===== src/rtl/blk_wp_arbiter.sv =====
module blk_wp_arbiter #(
  parameter int NUM_BLOCKS = 8,
  parameter int TOP_BLOCKS = 1,
  localparam int IDX_W = (NUM_BLOCKS > 1) ? $clog2(NUM_BLOCKS) : 1
) (
  input  logic             clk,
  input  logic             rst_n,
  input  logic             reg_wr,
  input  logic [IDX_W-1:0] reg_addr,
  input  logic             reg_wdata,
  output logic             reg_rdata,
  input  logic             req_valid,
  input  logic [IDX_W-1:0] req_blk,
  input  logic             top_lock_n,
  input  logic             wr_prot_n,
  output logic             grant,
  output logic             deny_err
);
  localparam int TOP_BASE = NUM_BLOCKS - TOP_BLOCKS;

  logic [NUM_BLOCKS-1:0] lock_q;
  logic req_top, req_lock, req_pin_ok, blocked;
  logic grant_q, deny_q;

  always_ff @(posedge clk) begin
    if (!rst_n)      lock_q <= '1;
    else if (reg_wr) lock_q[reg_addr] <= reg_wdata;
  end

  assign reg_rdata  = lock_q[reg_addr];
  assign req_top    = int'(req_blk) >= TOP_BASE;
  assign req_lock   = lock_q[req_blk];
  assign req_pin_ok = req_top ? top_lock_n : wr_prot_n;
  assign blocked    = !req_pin_ok || req_lock;

  always_ff @(posedge clk) begin
    if (!rst_n) begin
      grant_q <= 1'b0;
      deny_q  <= 1'b0;
    end else begin
      grant_q <= req_valid && !blocked;
      deny_q  <= req_valid && blocked;
    end
  end

  assign grant    = grant_q;
  assign deny_err = deny_q;

  AST_ONE_RESULT: assert property (@(posedge clk) disable iff (!rst_n)
    req_valid |=> (grant != deny_err));
  AST_NO_SPURIOUS: assert property (@(posedge clk) disable iff (!rst_n)
    !req_valid |=> (!grant && !deny_err));
  AST_TOP_PIN_DENY: assert property (@(posedge clk) disable iff (!rst_n)
    (req_valid && req_top && !top_lock_n) |=> deny_err);
  AST_LOW_PIN_DENY: assert property (@(posedge clk) disable iff (!rst_n)
    (req_valid && !req_top && !wr_prot_n) |=> deny_err);
  AST_LOCKED_DENY: assert property (@(posedge clk) disable iff (!rst_n)
    (req_valid && req_lock) |=> deny_err);
  AST_OPEN_GRANT: assert property (@(posedge clk) disable iff (!rst_n)
    (req_valid && req_pin_ok && !req_lock) |=> grant);
  AST_RESET_QUIET: assert property (@(posedge clk)
    !rst_n |=> (!grant && !deny_err));
endmodule


===== config.mk =====
export PLATFORM = sky130hd
export DESIGN_NAME = blk_wp_arbiter
export DESIGN_NICKNAME = d
export VERILOG_FILES = /design/src/rtl/blk_wp_arbiter.sv
export SDC_FILE = /design/constraint.sdc
export NUM_CORES = 1
export LEC_CHECK = 0
export BUFFER_PORTS_ARGS = -buffer_cell sky130_fd_sc_hd__buf_4
export CELL_PAD_IN_SITES_DETAIL_PLACEMENT = 1
export CELL_PAD_IN_SITES_GLOBAL_PLACEMENT = 2
export CORE_UTILIZATION = 29
export CTS_CLUSTER_SIZE = 16
export DETAILED_ROUTE_END_ITERATION = 16
export HOLD_SLACK_MARGIN = 0.15
export PLACE_DENSITY_LB_ADDON = 0.1
export SYNTH_ARGS = -nofsm -noshare
export SYNTH_HDL_FRONTEND = slang
export SYNTH_SLANG_ARGS = --single-unit

===== constraint.sdc =====
create_clock -name clk -period 1.5 [get_ports clk]
set_input_delay 0 -clock clk [delete_from_list [all_inputs] [get_ports clk]]
set_output_delay 0 -clock clk [all_outputs]
set_load 0.005 [all_outputs]

==> PnR_summary.wiki <==
{| class="wikitable"
! Metric !! Value
|-
| Outcome || completed
|-
| Master cell of the clock root buffer || clkbuf_4
|-
| Portion of total power attributed to the clock network || a little under a third
|-
| RSZ-0062 raised after global routing || false
|-
| Fin worst setup slack || ~0.050 ns
|-
| Total overflow reported by the global router || 0
|-
| Filler cells || 216
|-
| Hold WC Path Type || in -> reg
|-
| MaxCap Viol Count || 0
|-
| Global-route usage over all layers || 15.6%
|-
| Placeable core region || 1750 sq um
|-
| Post-synthesis share of cell area spent on xor and xnor gates || 0%
|-
| Number of sinks on the clock net || 10
|-
| Required time of the worst setup path || 1.50 ns
|-
| Antenna-violating nets left || 0
|-
| Die boundary height || approximately 46 um
|-
| Top cells by count, synth || dfxtp_1, nand2_1, mux2i_1, o21ai_0
|-
| Number of flops mapped to enable cells by yosys || 0
|-
| Sw Ratio || 23.2%
|-
| Area occupied by multi-input gates || roughly 320 sq um
|-
| Synthesized-area fraction occupied by ao, oa, aoi and oai cells || under 10%
|-
| Buffers inserted during post-CTS setup optimization || 0
|-
| CP Capture Type || primary output
|-
| Aggregate negative setup slack || 0 ns
|-
| Clock network latency to the later pin of the worst-skew pair || between 0.2 and 0.3 ns
|-
| Crit Path Class || reg -> out
|-
| Maximum clock skew at final layout || ~0.00034 ns
|-
| Top-count cell post-synth || dfxtp_1
|-
| Post-Syn Area || between 500 and 600 sq um
|-
| Number of I/O port buffers || 15
|-
| Global-route met2 utilization || a little under a quarter
|-
| Endpoints failing hold || 0
|-
| Antenna cell count || 0
|-
| Area share of the largest cell type after synthesis || between 30% and 40%
|-
| Fraction of registers with async set or reset after synthesis || 0%
|-
| Clk slew on worst S/H paths || about 0.06 ns
|-
| Area delta synth->final || 44.9%
|-
| Horizontal die dimension || 45.5 um
|-
| Most instantiated flip-flop cell in the synthesis netlist || dfxtp_1
|-
| Wire length after detailed routing || 1310 um
|-
| Worst endpoint data arrival time || around 1.5 ns
|-
| Number of global-route vias before repair || a little under 500
|-
| Final cycle utilization of the critical path || a little over nine tenths
|-
| Multiplexer share of the synthesized area || between 20% and 30%
|-
| Number of clock buffers inserted by TritonCTS || 3
|-
| Remaining design rule violation count || 0
|-
| Avg Synthesized Cell Area || around 10 sq um
|-
| Clock buffer depth || 2
|-
| CTS tree || done
|-
| Transition time at the pin with the least slew margin || roughly 0.3 ns
|-
| I/O pin count || 16
|-
| Sequential area share after synthesis || a little over a third
|-
| Global-route wire length before repair || 2240 um
|-
| Placement Setup Slack || 0.292 ns
|-
| Combinational share of power || approximately a fifth
|-
| Area of the die || about 2100 sq um
|-
| Count of TritonRoute iterations in the first routing pass || 4
|-
| Row Count || 15
|-
| Number of H-tree levels || 1
|-
| Slew margin rel. || around 80%
|-
| Cell-internal power || roughly 0.43 mW
|-
| Type of origin of the critical path || flop
|-
| Cell types with the largest area share after synthesis || dfxtp_1, mux2i_1, mux4_1, nand2_1, mux4_2
|-
| Antenna violations before repair || 0
|-
| Cell taking the most area after synthesis || dfxtp_1
|-
| Post-DP HPWL || about 1000 um
|-
| Adder and majority gate portion of the synthesized area || 0%
|-
| Synthesized net count || 68
|-
| Util after Layout || between 40% and 50%
|-
| DR iter-0 viols || 5
|-
| Largest net degree at the start of global routing || 11
|-
| Total number of vias || 510
|-
| Reg area || between 200 and 250 sq um
|-
| Routability congestion estimate || ~0.69
|-
| Gr busiest metal || met2
|-
| Power density cells || roughly 700 nW/um^2
|-
| Net load switching power || between 0.1 and 0.15 mW
|-
| Power consumption || about 0.56 mW
|-
| Met1 layer usage reported by global route || between 20% and 30%
|-
| FF-to-FF setup slack || 0.29 ns
|-
| Largest family of logic cells by synthesized area || multiplexers
|-
| Number of vias per cell after detailed routing || around 4.9
|-
| Initial Util || between 30% and 40%
|-
| Max-slew violations || 0
|-
| Net count, final || 95
|-
| Routed WL per cell || 12.5 um
|-
| Register bit count reported by yosys || 10
|-
| Fraction of power consumed by sequential logic || 50.0%
|-
| Final critical-path required period || between 1 and 1.5 ns
|-
| Simple-gate portion of the synthesized area || between 20% and 30%
|-
| Syn. warnings || 0
|-
| Instance count of the mapped netlist || between 50 and 60
|-
| VDD IR-drop max || 509 uV
|-
| Worst-path maximum fanout || 3
|-
| Routing usage on met3 || 2.38%
|-
| Final-report setup violation count || 0
|-
| Number of distinct library cells after synthesis || 25
|-
| Layout cells sized above 1 || 30.0%
|-
| Leakage power of the design || 0.330 nW
|-
| Highest achievable clock rate || about 0.69 GHz
|}
[flip-flops by register name, summed over array words and instances (netlist names)]
signal    cells
deny_err      1
grant         1
lock_q        8
[stage by stage]
step	hold slack [ns]	cells	area (sq um)
CTS	0.151	106	807
global route	0.165	105	796
floorplan	0.125	55	549
global placement	0.235	92	674
detailed placement	0.241	92	674
finish	0.145	105	796
[power groups by stage]
stage / sequential, mW / clock (mW) / combinational (mW)
final: 0.279 / 0.174 / 0.105
after global routing: 0.280 / 0.195 / 0.116
after CTS: 0.279 / 0.180 / 0.105
after detailed placement: 0.285 / 0 / 0.0857
after global placement: 0.284 / 0 / 0.0867
after floorplan: 0.283 / 0 / 0.0438
[worst max-delay path, stage by stage (launching register included)]
cell     delay [ns]
dfxtp_2        0.33
mux4_2         0.46
mux2_4         0.27
buf_4          0.13
[area by class of cell]
cell class / count / share of cell area, %
multi-input combinational: 40 / 40.1
timing repair buffer: 25 / 26.7
sequential: 10 / 25.5
tap: 25 / 3.93
clock buffer: 3 / 2.83
inverter: 2 / 0.943
[cells by family (layout without fill, tap and decap cells)]
logic type	after synthesis	after routing
AND/OR/NAND/NOR	23	23
multiplexers	10	10
flip-flops	10	10
AO/OA/AOI/OAI	7	7
buffers and inverters	5	30
[layer usage]
layer / routed length (um) / up-vias
met2: 587 / 9
met3: 36 / 2
met5: 0 / -
met1: 681 / 244
met4: 9 / 0
li1: - / 255
[what timing repair did]
action / CTS / global route
hold buffers: 11 / 0
hold endpoints to repair: 10 / 0
setup endpoints to repair: 0 / 2
resized for setup: 0 / 5
[cells in the final DEF, fill, tap and decap left out]
cell	netlist	layout
nand4_1	1	1
mux4_2	1	3
o211ai_1	1	1
and4b_1	1	1
dfxtp_2	0	2
inv_1	2	2
mux2_4	0	1
nor2b_1	1	1
o311ai_0	2	2
nand2_1	9	9
mux2i_1	6	6
dfxtp_1	10	8
nor3b_1	2	2
nand4b_1	2	2
o21ai_0	3	3
nor2_1	2	2
nor3_1	1	1
nand3_1	1	1
nand2b_1	1	1
or2b_1	1	1
clkbuf_4	0	3
nand3b_1	1	1
dlygate4sd3_1	0	10
buf_4	0	15
a32oi_1	1	1
[path summary, 6_finish.rpt]
kind                                start   endpoint  cells past startpoint
worst max-delay path            lock_q[6]  reg_rdata                      3
worst min-delay path               reg_wr  lock_q[5]                      4
worst max register to register  lock_q[3]      grant                      3
worst min register to register  lock_q[0]  lock_q[0]                      2
Power figures use the tool's default switching activity.
